`src/rtl/rx_char_queue.sv`:
```
module rx_char_queue #(
  parameter int DATA_W = 8,
  parameter int DEPTH  = 3
) (
  input  logic              clk,
  input  logic              rst_n,
  input  logic              push,
  input  logic [DATA_W-1:0] push_data,
  input  logic              push_perr,
  input  logic              push_ferr,
  input  logic              push_brk,
  input  logic              start_det,
  input  logic              rd_pop,
  input  logic              err_clr,
  input  logic              rx_flush,
  input  logic              block_mode,
  input  logic              auto_rts,
  output logic [DATA_W-1:0] rd_data,
  output logic              rx_ready,
  output logic              fifo_full,
  output logic              stat_perr,
  output logic              stat_ferr,
  output logic              stat_brk,
  output logic              stat_ovr,
  output logic              rts_n
);
  localparam int EW = DATA_W + 3;
  localparam int PW = (DEPTH > 1) ? $clog2(DEPTH) : 1;
  localparam int CW = $clog2(DEPTH + 1);
  localparam logic [CW-1:0] FULL_CNT = CW'(DEPTH);
  localparam logic [PW-1:0] LAST_PTR = PW'(DEPTH - 1);

  logic [EW-1:0] slots [DEPTH];
  logic [PW-1:0] wr_ptr, rd_ptr;
  logic [CW-1:0] count;
  logic          hold_v;
  logic [EW-1:0] hold_e;
  logic [2:0]    acc;
  logic          ovr_q, rts_q;

  wire [EW-1:0] in_e      = {push_brk, push_ferr, push_perr, push_data};
  wire [EW-1:0] head_e    = slots[rd_ptr];
  wire [2:0]    head_fl   = head_e[EW-1:DATA_W];
  wire          not_empty = (count != '0);
  wire          is_full   = (count == FULL_CNT);
  wire          pop_en    = rd_pop && not_empty && !rx_flush;
  wire          room      = !is_full || pop_en;
  wire          wr_en     = !rx_flush && room && (hold_v || push);
  wire [EW-1:0] wr_e      = hold_v ? hold_e : in_e;
  wire          ovr_hit   = start_det && hold_v && !room;

  function automatic logic [PW-1:0] bump(input logic [PW-1:0] p);
    return (p == LAST_PTR) ? '0 : p + 1'b1;
  endfunction

  always_ff @(posedge clk or negedge rst_n) begin
    if (!rst_n) begin
      for (int i = 0; i < DEPTH; i++) slots[i] <= '0;
      wr_ptr <= '0;
      rd_ptr <= '0;
      count  <= '0;
    end else if (rx_flush) begin
      rd_ptr <= wr_ptr;
      count  <= '0;
      slots[wr_ptr][EW-1:DATA_W] <= '0;
    end else begin
      if (wr_en) begin
        slots[wr_ptr] <= wr_e;
        wr_ptr <= bump(wr_ptr);
      end
      if (pop_en) rd_ptr <= bump(rd_ptr);
      if (wr_en && !pop_en) count <= count + 1'b1;
      else if (!wr_en && pop_en) count <= count - 1'b1;
    end
  end

  always_ff @(posedge clk or negedge rst_n) begin
    if (!rst_n) begin
      hold_v <= 1'b0;
      hold_e <= '0;
    end else if (rx_flush) begin
      hold_v <= 1'b0;
    end else if (push && (hold_v || !room)) begin
      hold_v <= 1'b1;
      hold_e <= in_e;
    end else if (wr_en || ovr_hit) begin
      hold_v <= 1'b0;
    end
  end

  always_ff @(posedge clk or negedge rst_n) begin
    if (!rst_n) begin
      acc   <= '0;
      ovr_q <= 1'b0;
      rts_q <= 1'b0;
    end else begin
      acc   <= err_clr ? 3'b000 : (acc | (not_empty ? head_fl : 3'b000));
      ovr_q <= (ovr_q && !err_clr) || ovr_hit;
      if (start_det && is_full) rts_q <= 1'b1;
      else if (!is_full)        rts_q <= 1'b0;
    end
  end

  wire [2:0] rep_fl = block_mode ? (acc | (not_empty ? head_fl : 3'b000)) : head_fl;

  assign rd_data   = head_e[DATA_W-1:0];
  assign rx_ready  = not_empty;
  assign fifo_full = is_full;
  assign stat_perr = rep_fl[0];
  assign stat_ferr = rep_fl[1];
  assign stat_brk  = rep_fl[2];
  assign stat_ovr  = ovr_q;
  assign rts_n     = auto_rts && rts_q;

  AST_COUNT_BOUND: assert property (@(posedge clk) disable iff (!rst_n)
    count <= FULL_CNT);
  AST_FULL_IS_READY: assert property (@(posedge clk) disable iff (!rst_n)
    fifo_full |-> rx_ready);
  AST_EMPTY_POP_STILL: assert property (@(posedge clk) disable iff (!rst_n)
    (rd_pop && !rx_ready && !rx_flush) |=> $stable(rd_ptr));
  AST_OVERRUN_FLAG: assert property (@(posedge clk) disable iff (!rst_n)
    (start_det && hold_v && fifo_full && !rd_pop) |=> stat_ovr);
  AST_OVERRUN_KEEPS: assert property (@(posedge clk) disable iff (!rst_n)
    (start_det && hold_v && fifo_full && !rd_pop && !rx_flush && !push) |=> ($stable(count) && !hold_v));
  AST_RTS_PAUSE: assert property (@(posedge clk) disable iff (!rst_n)
    (auto_rts && start_det && fifo_full) ##1 auto_rts |-> rts_n);
  AST_FLUSH_EMPTY: assert property (@(posedge clk) disable iff (!rst_n)
    rx_flush |=> (!rx_ready && !hold_v));
  AST_ERRCLR_OVR: assert property (@(posedge clk) disable iff (!rst_n)
    (err_clr && !(start_det && hold_v)) |=> !stat_ovr);
endmodule

```
`config.mk`:
```
export PLATFORM = sky130hd
export DESIGN_NAME = rx_char_queue
export DESIGN_NICKNAME = d
export VERILOG_FILES = /design/src/rtl/rx_char_queue.sv
export SDC_FILE = /design/constraint.sdc
export NUM_CORES = 1
export LEC_CHECK = 0
export ABC_AREA = 1
export ABC_CLOCK_PERIOD_IN_PS = 1400
export BUFFER_PORTS_ARGS = -buffer_cell sky130_fd_sc_hd__buf_2
export CAP_MARGIN = 40
export CORE_MARGIN = 8
export CORE_UTILIZATION = 40
export CTS_CLUSTER_DIAMETER = 100
export DETAILED_ROUTE_END_ITERATION = 10
export MAX_ROUTING_LAYER = met4
export SYNTH_ARGS = -nofsm -noshare
export SYNTH_HDL_FRONTEND = slang
export SYNTH_SLANG_ARGS = --single-unit
```
`constraint.sdc`:
```
create_clock -name clk -period 1.4 [get_ports clk]
set_clock_uncertainty 0.05 [all_clocks]
set_input_delay 0.21 -clock clk [delete_from_list [all_inputs] [get_ports clk]]
set_output_delay 0.21 -clock clk [all_outputs]
set_load 0.02 [all_outputs]
```
# After elaboration in Yosys (flattened, before gate mapping)
# Index checks and enable logic that the tools add are counted.
dict set report word_totals {
  word_cells 84
  inputBits 20
  reg_bits 56
}
dict set report classes {
  bitwise_logic 4
  n_reduce_logical 31
  muxes 27
  n_eq_ne 4
  n_lt_le_gt_ge 3
  add_sub_neg 4
}
# cell count
set op_table {}
lappend op_table {{$bwmux W33} 2}
lappend op_table {{$mux W33} 2}
lappend op_table {{$mux W11} 5}
lappend op_table {{$demux W11 S2} 2}
lappend op_table {{$bmux W11 S2} 1}
lappend op_table {{$mux W2} 7}
lappend op_table {{$logic_and A1 B1 Y1} 13}
lappend op_table {{$mux W3} 3}
lappend op_table {{$add A2 B1 Y2 const B} 3}
lappend op_table {{$eq A2 B2 Y1 const B} 3}
lappend op_table {{$ge A3 B3 Y1 const B} 2}
lappend op_table {{$logic_not A1 Y1} 6}
lappend op_table {{$not A2 Y3} 2}
lappend op_table {{$reduce_bool A2 Y1} 3}
lappend op_table {{$reduce_bool A3 Y1} 2}
lappend op_table {{$logic_or A1 B1 Y1} 5}
lappend op_table {{$mux W1} 5}
lappend op_table {{$reduce_and A2 Y1} 2}
lappend op_table {{$lt A3 B1 Y1 const B} 1}
lappend op_table {{$or A3 B3 Y3} 1}
lappend op_table {{$ne A2 B1 Y1 const B} 1}
lappend op_table {{$sub A2 B1 Y2 const B} 1}
lappend op_table {{$not A1 Y1} 1}

# Longest topological paths before layout
# Gate-level depths: netlist (run 1).
dict set report depth {
  word_depth 11
  depth_mapped 9
  mapped_depth_nobuf 9
}

# Worst setup path after synthesis (run 1)
# Ideal clock, no wire load.
dict set report synth_path {
  kind {register to output}
  start {register rd_ptr[0]}
  end {output port stat_perr}
  arrival_ns 1.178
  path_buffers 1
  slack_ns -0.038
  path_stages_with_launch 9
  cell_sequence {dfrtp_1 nor2_1 buf_2 nand2_1 nand3_1 nand2_1 nand2_1 nand2_1 nand2_1}
}
dict set report synth_between {
  elab_chain_len 7
}
# element line
set synth_rtl {}
lappend synth_rtl {{start, declared} 34} ;# logic [PW-1:0] wr_ptr, rd_ptr;
lappend synth_rtl {{start signal, assigned} 63} ;# rd_ptr <= wr_ptr;
lappend synth_rtl {{start signal, assigned} 71} ;# if (pop_en) rd_ptr <= bump(rd_ptr);
lappend synth_rtl {{$not A2 Y3 (implied by the code) *} 42} ;# wire [EW-1:0] head_e = slots[rd_ptr];
lappend synth_rtl {{$bmux W11 S2 *} 42}
lappend synth_rtl {{$mux W11 (implied by the code) * (2 in series)} 42}
lappend synth_rtl {{$mux W3} 104} ;# wire [2:0] rep_fl = block_mode ? (acc | (not_empty ? head_fl : 3'b000)) : head_fl;
lappend synth_rtl {{$or A3 B3 Y3} 104}
lappend synth_rtl {{$mux W3 *} 104}
lappend synth_rtl {{end, declared} 21} ;# output logic stat_perr,
# Mark *: on every way between the ends. The rest lies on a longest branch, timed or not. The select of a mux whose other input is x is not followed.

# Final worst setup path (run 1)
dict set report layout_path {
  start {register rd_ptr[1]}
  end {output port stat_brk}
}
dict set report layout_between {
  elab_chain_len 7
}
# element line
set layout_rtl {}
lappend layout_rtl {{$not A2 Y3 (implied by the code) *} 42}
lappend layout_rtl {{$bmux W11 S2 *} 42}
lappend layout_rtl {{$mux W11 (implied by the code) * (2 in series)} 42}
lappend layout_rtl {{$mux W3} 104}
lappend layout_rtl {{$or A3 B3 Y3} 104}
lappend layout_rtl {{$mux W3 *} 104}
lappend layout_rtl {{end, declared} 23} ;# output logic stat_brk,
# Marks and branches as above.

==> summary.txt, run 1 <==
Outcome
  • Status: finished, violations left
  • Violated checks: setup timing

Synthesis
  • Cells after synthesis: 358
  • Syn Area/Cell: 7.76 um^2
  • Seq/Total Area, Yosys: 50.5%
  • Async set-reset flop share out of synthesis: 100%
  • Yosys reg bits: 56
  • Area leader, netlist: dfrtp_1
  • Post-synth EDFFs: 0
  • Distinct cells, synth: 26
  • Post-synthesis net count: 378
  • Synth Warn #: 0
  • Area contributors post-synth: dfrtp_1 50%, nand2_1 18%, inv_1 6.6%
  • Most used DFF post-synth: dfrtp_1
  • Syn Std Cell Area: 0.00278 mm^2
  • Share of Yosys cell area claimed by the top area cell type: 50.5%

Place
  • GP Congestion: 0.844
  • IO Port Bufs: 34
  • Area after DPL: 0.00321 mm^2
  • Post-Place Setup Slack: -0.146 ns
  • DP Wirelength: 4570 um

Clock network
  • CTS buffer count: 5
  • Clk Latency, worst-skew pair: 0.32 ns
  • # H-tree levels: 2
  • CTS tree: yes
  • CTS sink cnt: 56
  • Clk slew on worst S/H paths: 0.10 ns
  • CTS Root Cell: clkbuf_8
  • CTS max path bufs: 2

Die
  • Site Rows: 30
  • Die area: 0.00987 mm^2
  • Die Wd: 99.3 um
  • # IOs: 35
  • Floorplan core area: 0.00676 mm^2
  • Die Ht: 99.3 um
  • Initial Util: 41.1%

Global routing
  • Antenna violations before repair: 0
  • First-pass GRT wire length: 11100 um
  • Vias in the first global route: 2341
  • Busiest layer in global routing: met2
  • Grt total ovfl: 0
  • GR Util met2: 22.0%
  • Largest net degree at the start of global routing: 57
  • GR Util met3: 2.51%
  • Total track usage: 14.3%
  • Met1 GRT Util: 18.3%

Worst setup path
  • CP endpoint kind: primary output
  • CP Max Fanout: 3
  • Critical-path cell list: inv_2, nor2_4, buf_6, nand2_2, nand3_2, nand2_2, nand2_1, nand2_1, nand2_1, buf_6
  • CP required: 1.14 ns
  • Slowest library cell on the worst path: dfrtp_1
  • Worst setup SP type: flop
  • Critical path's most frequent cell: nand2_1
  • Worst r2r path cells: 8
  • Peak per-stage delay on the critical path: 0.44 ns
  • WS Path Type: flop to primary output
  • Worst Path Arrival: 1.50 ns

Timing
  • Slew margin rel.: 71.1%
  • Setup repair after global routing missed its margin: true
  • Final Hold Viols: 0
  • Hold_ws: 0.0520 ns
  • Final slew viol count: 0
  • Worst setup margin: -0.359 ns
  • Fmax: 569 MHz
  • Fin crit share: 126%
  • Final Setup Violations: 54
  • Actual slew at the worst max-slew pin: 0.433 ns
  • Tmin final: 1.76 ns

Detailed routing
  • 1st-iter DRT viols: 128
  • Via Count: 2508
  • Post-DR wirelength/cell: 13.8 um
  • Post-DRT Antenna Nets: 0
  • Drt total wl: 7060 um
  • Via density: 4.89
  • Residual DRC: 0
  • Drt first pass iters: 4

Cells and area
  • Cell area after layout: 0.00380 mm^2
  • Ant diodes: 0
  • Share of cells above drive strength 1: 36.0%
  • Most frequent cells in the layout: 116 x nand2_1, 53 x dfrtp_1, 45 x inv_1
  • Commonest non-fill, non-tap cell in the layout: nand2_1
  • Area delta synth->final: 36.8%
  • Final nets: 452

Hold path
  • HP Class: input port to flop
  • Hold depth: 2

Run
  • MaxCap Viol Count: 0

Pwr
  • Worst IR Drop VDD: 577 uV
  • Pleak: 1.97 nW
  • Pwr per Cell Area: 1640 mW/mm^2
-- final timing paths --
path	from	to	slack, ns
worst max-delay path	rd_ptr[1]	stat_brk	-0.36
worst min-delay path	err_clr	acc[1]	0.05
worst max register to register	count[1]	slots[5]	-0.19
worst min register to register	hold_e[0]	hold_e[0]	0.43
max in group asynchronous	rst_n	rd_ptr[0]	0.66
min in group asynchronous	rst_n	hold_e[3]	0.37
-- flip-flops by register name, indices dropped and copies added (netlist names) --
name,count
rts_q,1
acc,3
stat_ovr,1
rd_ptr,2
slots,33
hold_e,11
hold_v,1
wr_ptr,2
count,2
-- cell families (layout without fill, tap and decap cells) --
logic type / count (synthesis) / after routing / synth area share [%]
buffers and inverters: 62 / 133 / 9.10
and+or+nand+nor: 188 / 192 / 29.2
AOI/OAI and AO/OA: 52 / 52 / 11.2
DFF: 56 / 56 / 50.5
-- cell usage after synthesis (all sizes together), types with 2 or more instances --
master and count:
nand2 140, dfrtp 56, inv 53, o21ai 33, nor2 21, nand3 18, o221ai 10, buf 8
or2 8, a21oi 5, a31oi 2
-- repair_timing --
| item | CTS | global route |
|---|---|---|
| hold buffers | 1 | 0 |
| pin swaps | 9 | 22 |
| hold endpoints to repair | 56 | 0 |
| cloned | 1 | 3 |
| setup endpoints to repair | 31 | 40 |
| gates resized for setup | 37 | 60 |
| buffers inserted | 3 | 11 |
-- worst max-delay path, delay by kind of cell (launching register included) --
family                 cells  cell delay (ns)
buffers and inverters      3             0.36
DFF                        1             0.44
and+or+nand+nor            7             0.39
-- per-stage QoR --
stage | power [mW] | utilization (%) | std cells | setup TNS [ns]
2_1_floorplan | 3.82 | - | 358 | 0
5_1_grt | 6.68 | 56.3 | 513 | -12.61
3_5_place_dp | 4.59 | 47.5 | 486 | -1.28
6_report | 6.25 | 56.3 | 513 | -7.96
4_1_cts | 6.03 | 51.5 | 499 | -3.87
3_3_place_gp | 4.55 | 47.5 | 486 | -0.997
-- layer usage --
metal	vias up	routed length (um)
li1	1272	-
met1	1182	3410
met2	46	3310
met3	8	222
met4	0	112
met5	-	0
-- final cells by class --
type / count / area [um^2]
Multi-Input combinational cell: 244 / 1400
Clock buffer: 5 / 68.8
Tap cell: 80 / 100
Inverter: 53 / 201
Sequential cell: 56 / 1410
Fill cell: 611 / 2960
Clock inverter: 3 / 47.5
Timing Repair Buffer: 72 / 578
-- report_power, final --
group	internal, mW	switching (mW)
Combinational	1.12	1.51
Clock	0.540	0.562
Sequential	2.21	0.318
Power figures use the tool's default switching activity.
==> run 2: changes to the inputs <==
--- a/config.mk
+++ b/config.mk
@@ -10,9 +10,10 @@
 export BUFFER_PORTS_ARGS = -buffer_cell sky130_fd_sc_hd__buf_2
 export CAP_MARGIN = 40
 export CORE_MARGIN = 8
-export CORE_UTILIZATION = 40
+export CORE_UTILIZATION = 33
 export CTS_CLUSTER_DIAMETER = 100
 export DETAILED_ROUTE_END_ITERATION = 10
+export HOLD_SLACK_MARGIN = 0.15
 export MAX_ROUTING_LAYER = met4
 export SYNTH_ARGS = -nofsm -noshare
 export SYNTH_HDL_FRONTEND = slang
==> summary.txt, run 2 (synthesized netlist as in run 1, its figures left out) <==
Detailed routing
  • Via Count: 2601 (+3.7%)
  • Residual DRC: 0 (unchanged)
  • Post-DRT Antenna Nets: 0 (unchanged)
  • 1st-iter DRT viols: 121 (-5.5%)
  • Via density: 4.75 (-2.9%)
  • Post-DR wirelength/cell: 13.5 um (-1.9%)
  • Drt first pass iters: 6 (+2)
  • Drt total wl: 7400 um (+4.8%)

Die
  • Floorplan core area: 0.00818 mm^2 (+21%)
  • Die Wd: 108 um (+8.5%)
  • Site Rows: 33 (+10%)
  • Initial Util: 34.0% (-7.1 points)
  • Die area: 0.0116 mm^2 (+18%)
  • # IOs: 35 (unchanged)
  • Die Ht: 108 um (+8.5%)

Pwr
  • Psw: 2.51 mW (+5.0%)
  • Cell Int Power: 3.83 mW (-0.98%)
  • Share of power burned in the clock network: 15.1% (-2.5 points)
  • Pleak: 2.00 nW (+1.8%)
  • Pwr per Cell Area: 1610 mW/mm^2 (-1.9%)
  • Sequential fraction of design power: 39.7% (-0.7 points)
  • Switching power share of the total: 39.6% (+1.4 points)
  • Worst IR Drop VDD: 467 uV (-19%)
  • Logic pwr share: 45.1% (+3.1 points)

Cells and area
  • Area delta synth->final: 41.3%
  • Register with the most flip-flops: slots
  • Biggest regs: slots (33), hold_e (11), acc (3)
  • Most frequent cells in the layout: 120 x nand2_1, 54 x dfrtp_1, 44 x inv_1
  • Cell Count, Final, Fillers Out: 548 (+6.8%)
  • Share of cells above drive strength 1: 32.5% (-3.5 points)
  • Commonest non-fill, non-tap cell in the layout: nand2_1
  • Max reg flops: 33 (unchanged)
  • Ant diodes: 0 (unchanged)
  • Final nets: 462 (+2.2%)

Outcome
  • Violated checks: setup timing
  • Status: finished, violations left

Timing
  • Final slew viol count: 0 (unchanged)
  • Final Hold Viols: 0 (unchanged)
  • Setup repair after global routing missed its margin: true
  • Slew margin rel.: 76.4% (+5.3 points)
  • Worst setup margin: -0.388 ns (-0.0291 ns)
  • Fin crit share: 128% (+2.1 points)
  • Tmin final: 1.79 ns (+0.0291 ns)
  • Fmax: 559 MHz (-1.6%)
  • Actual slew at the worst max-slew pin: 0.354 ns (-0.0792 ns)
  • Final Setup Violations: 42 (-22%)
  • Hold_ws: 0.180 ns (+0.128 ns)

Place
  • DP Wirelength: 4940 um (+8.2%)
  • IO Port Bufs: 34 (unchanged)
  • GP Congestion: 0.906 (+7.4%)
  • Post-Place Setup Slack: -0.147 ns (-0.00181 ns)
  • Cell count after placement: 512 (+5.3%)

Global routing
  • First-pass GRT wire length: 12100 um (+8.8%)
  • Vias in the first global route: 2450 (+4.7%)
  • Grt total ovfl: 0 (unchanged)
  • Total track usage: 13.3% (-0.95 points)
  • Antenna violations before repair: 0 (unchanged)
  • Largest net degree at the start of global routing: 44 (-23%)

Clock network
  • CTS tree: yes
  • CTS buffer count: 5 (unchanged)
  • CTS max path bufs: 2 (unchanged)
  • CTS Root Cell: clkbuf_8
  • CTS sink cnt: 56 (unchanged)
  • Clk Latency, worst-skew pair: 0.31 ns (about the same)
  • # H-tree levels: 2 (unchanged)
  • Clk slew on worst S/H paths: 0.10 ns (about the same)

Worst setup path
  • CP endpoint kind: primary output
  • CP Max Fanout: 3 (unchanged)
  • CP Launch Point: rd_ptr[1]
  • RR Startpoint: count[0]
  • CP required: 1.14 ns (about the same)
  • WS Path Type: flop to primary output
  • Worst Path Arrival: 1.53 ns (+0.03 ns)
  • Worst setup SP type: flop

Hold path
  • Worst min-delay path startpoint: push
  • HP Class: input port to flop

Run
  • MaxCap Viol Count: 0 (unchanged)
run 2: critical path, cell delays in order, from the launching register on:
cell and delay [ns]:
dfrtp_1 0.45, inv_2 0.11, nor2_4 0.04, buf_6 0.12
nand2_1 0.06, nand3_2 0.08, nand2_2 0.07, nand2_1 0.05
nand2_1 0.07, nand2_2 0.06, buf_6 0.13
run 2: area by class of cell:
type	count	area (um^2)
well taps	105	131
multi-input cells	244	1400
clock buffers	6	82.6
repair buffers	82	687
flip-flops and latches	56	1400
fillers	825	4250
inverters	53	206
clock inverters	2	15.0
run 2: worst paths after layout:
| check | to | slack [ns] | depth (start not counted) |
|---|---|---|---|
| worst max register to register | slots[23] | -0.06 | 8 |
| min in group asynchronous | hold_e[0] | 0.27 | 2 |
| max in group asynchronous | rd_ptr[0] | 0.48 | 3 |
| worst min register to register | hold_e[7] | 0.42 | 2 |
| worst max-delay path | stat_perr | -0.39 | 10 |
| worst min-delay path | hold_v | 0.18 | 4 |
run 2: per-layer routing:
metal	up-vias	wire (um)	share of wire, %	GRT usage [%]
met3	8	105	1.4	1.80
met2	33	3660	49	20.1
met5	-	0	0	-
met4	0	129	1.7	6.24
met1	1264	3510	47	17.3
li1	1296	-	-	-
run 2: power groups by stage:
stage	registers (mW)	clock network (mW)	logic, mW
2_1_floorplan	2.43	0	1.39
3_3_place_gp	2.51	0	2.04
3_5_place_dp	2.51	0	2.09
4_1_cts	2.50	0.964	2.46
5_1_grt	2.57	1.03	3.16
6_report	2.52	0.959	2.86
run 2: stage by stage:
step                util, %  total power, mW  setup TNS [ns]  cell area [um^2]
floorplan                 -             3.82               0              2780
global placement       39.5             4.55           -1.20              3230
detailed placement     39.5             4.60           -1.44              3230
CTS                    44.5             5.92           -5.24              3630
global route           48.0             6.76           -8.86              3920
finish                 48.0             6.33           -4.45              3920
run 2: timing repair:
action / in CTS / in global routing
setup buffers: 3 / 7
hold buffers: 14 / 0
gates cloned: 2 / 2
pin swaps: 9 / 11
endpoints found under the hold margin: 72 / 0
resized for setup: 40 / 61
endpoints found under the setup margin: 34 / 63
==> run 3: changes to the inputs <==
--- a/config.mk
+++ b/config.mk
@@ -9,10 +9,12 @@
 export ABC_CLOCK_PERIOD_IN_PS = 1400
 export BUFFER_PORTS_ARGS = -buffer_cell sky130_fd_sc_hd__buf_2
 export CAP_MARGIN = 40
+export CORE_ASPECT_RATIO = 2
 export CORE_MARGIN = 8
 export CORE_UTILIZATION = 33
 export CTS_CLUSTER_DIAMETER = 100
 export DETAILED_ROUTE_END_ITERATION = 10
+export GPL_TIMING_DRIVEN = 0
 export HOLD_SLACK_MARGIN = 0.15
 export MAX_ROUTING_LAYER = met4
 export SYNTH_ARGS = -nofsm -noshare
==> summary.txt, run 3 (synthesized netlist as in run 1, its figures left out) <==
Cells and area
  • Share of cells above drive strength 1: 44.9% (+12 points)
  • Register with the most flip-flops: slots
  • Biggest regs: slots (33), hold_e (11), acc (3)
  • Final nets: 462 (unchanged)
  • Max reg flops: 33 (unchanged)
  • Fill cell count: 752 (-8.8%)
  • Commonest non-fill, non-tap cell in the layout: nand2_1
  • Ant diodes: 0 (unchanged)
  • Most frequent cells in the layout: 72 x nand2_1, 54 x dfrtp_1, 44 x inv_1
  • Area delta synth->final: 56.3%
  • Cell area after layout: 0.00434 mm^2 (+11%)

Die
  • Die Ht: 146 um (+35%)
  • Floorplan core area: 0.00823 mm^2 (+0.70%)
  • Die Wd: 80.9 um (-25%)
  • Initial Util: 33.7% (-0.24 points)
  • Die area: 0.0118 mm^2 (+1.5%)
  • Site Rows: 47 (+42%)
  • # IOs: 35 (unchanged)

Global routing
  • Largest net degree at the start of global routing: 38 (-14%)
  • Grt total ovfl: 0 (unchanged)
  • Total track usage: 14.2% (+0.88 points)
  • Antenna violations before repair: 0 (unchanged)
  • First-pass GRT wire length: 12700 um (+4.9%)
  • Vias in the first global route: 2663 (+8.7%)

Worst setup path
  • CP endpoint kind: primary output
  • Critical path's most frequent cell: nand2_2
  • CP Max Fanout: 4 (+1)
  • WP buf/inv: 2 (-1)
  • WS Path Type: flop to primary output
  • RR Startpoint: count[1]
  • CP required: 1.14 ns (about the same)
  • Worst setup SP type: flop
  • Crit path max-delay family: simple AND/OR/NAND/NOR gates
  • CP Launch Point: rd_ptr[0]
  • Critical-path cell list: nor2_4, buf_6, nand2_4, nand3_4, nand2_4, nand2_2, nand2_2, nand2_2, buf_6
  • Slowest library cell on the worst path: dfrtp_2
  • Peak per-stage delay on the critical path: 0.49 ns (+0.04 ns)
  • Worst Path Arrival: 1.55 ns (+0.02 ns)

Timing
  • Final slew viol count: 0 (unchanged)
  • Slew margin rel.: 60.7% (-16 points)
  • Final Setup Violations: 59 (+40%)
  • Setup repair after global routing missed its margin: true
  • Fmax: 551 MHz (-1.4%)
  • Final Hold Viols: 0 (unchanged)
  • Tmin final: 1.81 ns (+0.0263 ns)
  • Actual slew at the worst max-slew pin: 0.589 ns (+0.236 ns)
  • Worst setup margin: -0.414 ns (-0.0263 ns)
  • Fin crit share: 130% (+1.9 points)
  • Sum Neg Setup Slack: -10.28 ns (-5.83 ns)

Detailed routing
  • Drt first pass iters: 4 (-2)
  • Post-DR wirelength/cell: 15.6 um (+16%)
  • Residual DRC: 0 (unchanged)
  • Drt total wl: 8450 um (+14%)
  • Via Count: 2641 (+1.5%)
  • Post-DRT Antenna Nets: 0 (unchanged)
  • Via density: 4.88 (+2.9%)
  • 1st-iter DRT viols: 92 (-24%)

Clock network
  • Clk slew on worst S/H paths: 0.07 ns (-0.03 ns)
  • CTS Root Cell: clkbuf_16
  • CTS tree: yes
  • # H-tree levels: 2 (unchanged)
  • CTS sink cnt: 56 (unchanged)
  • CTS buffer count: 5 (unchanged)
  • CTS max path bufs: 2 (unchanged)
  • Clk Latency, worst-skew pair: 0.30 ns (about the same)

Pwr
  • Pleak: 2.23 nW (+11%)
  • Worst IR Drop VDD: 734 uV (+57%)
  • Pwr per Cell Area: 1710 mW/mm^2 (+5.9%)

Outcome
  • Status: finished, violations left
  • Violated checks: setup timing

Place
  • Area after DPL: 0.00310 mm^2 (-4.3%)
  • GP Congestion: 0.773 (-15%)
  • IO Port Bufs: 34 (unchanged)
  • DP Wirelength: 5270 um (+6.5%)
  • Post-Place Setup Slack: -0.356 ns (-0.209 ns)

Hold path
  • HP Class: input port to flop
  • Worst min-delay path startpoint: push

Run
  • MaxCap Viol Count: 0 (unchanged)
==> run 3: routing by layer <==
layer / track usage [%] / wire length (um) / vias to the layer above
met5: - / 0 / -
met1: 14.2 / 2960 / 1257
met2: 25.4 / 4760 / 63
met3: 2.17 / 273 / 26
li1: - / - / 1295
met4: 6.76 / 458 / 0
==> run 3: stage by stage <==
stage | cells | power (mW) | util (%) | hold WS (ns)
global route | 541 | 7.87 | 52.7 | 0.213
detailed placement | 491 | 4.51 | 37.6 | 0.156
global placement | 490 | 4.45 | 37.4 | 0.367
finish | 541 | 7.42 | 52.7 | 0.199
floorplan | 358 | 3.82 | - | -0.136
CTS | 528 | 6.72 | 46.0 | 0.178
==> run 3: repair_timing <==
action / in CTS / in global routing
endpoints found under the setup margin: 63 / 59
gates cloned: 1 / 6
pin swaps: 13 / 29
hold endpoints to repair: 35 / 0
buffers inserted: 15 / 7
hold buffers: 14 / 0
resized for setup: 77 / 125
==> run 3: worst register-to-register path: cells and delay by family, from the launching register on <==
kind                   cells  cell delay, ns
and+or+nand+nor            4            0.53
buffers and inverters      3            0.43
DFF                        1            0.41
AOI/OAI and AO/OA          1            0.15
==> run 3: where the power goes <==
group	internal, mW	switching, mW	leakage, nW
combinational	1.45	1.84	1.41
clock	0.944	0.596	0.0901
sequential	2.21	0.377	0.727
==> run 3: path summary, 6_finish.rpt <==
kind | end | slack [ns] | cells past startpoint
worst max-delay path | stat_perr | -0.41 | 9
worst min-delay path | hold_v | 0.20 | 4
worst max register to register | slots[31] | -0.23 | 8
worst min register to register | slots[25] | 0.43 | 2
max in group asynchronous | rd_ptr[0] | 0.35 | 3
min in group asynchronous | hold_e[1] | 0.36 | 2
==> run 3: cell type report <==
cell class                 count  area [um^2]  area share [%]
clock buffer                   7          153            3.52
timing repair buffer          76          724            16.7
multi-input combinational    240         1590            36.6
timing repair inverter         1         6.26           0.144
buffer                         9          100            2.31
inverter                      53          211            4.87
clock inverter                 1         30.0           0.692
tap                           98          123            2.82
sequential                    56         1400            32.3
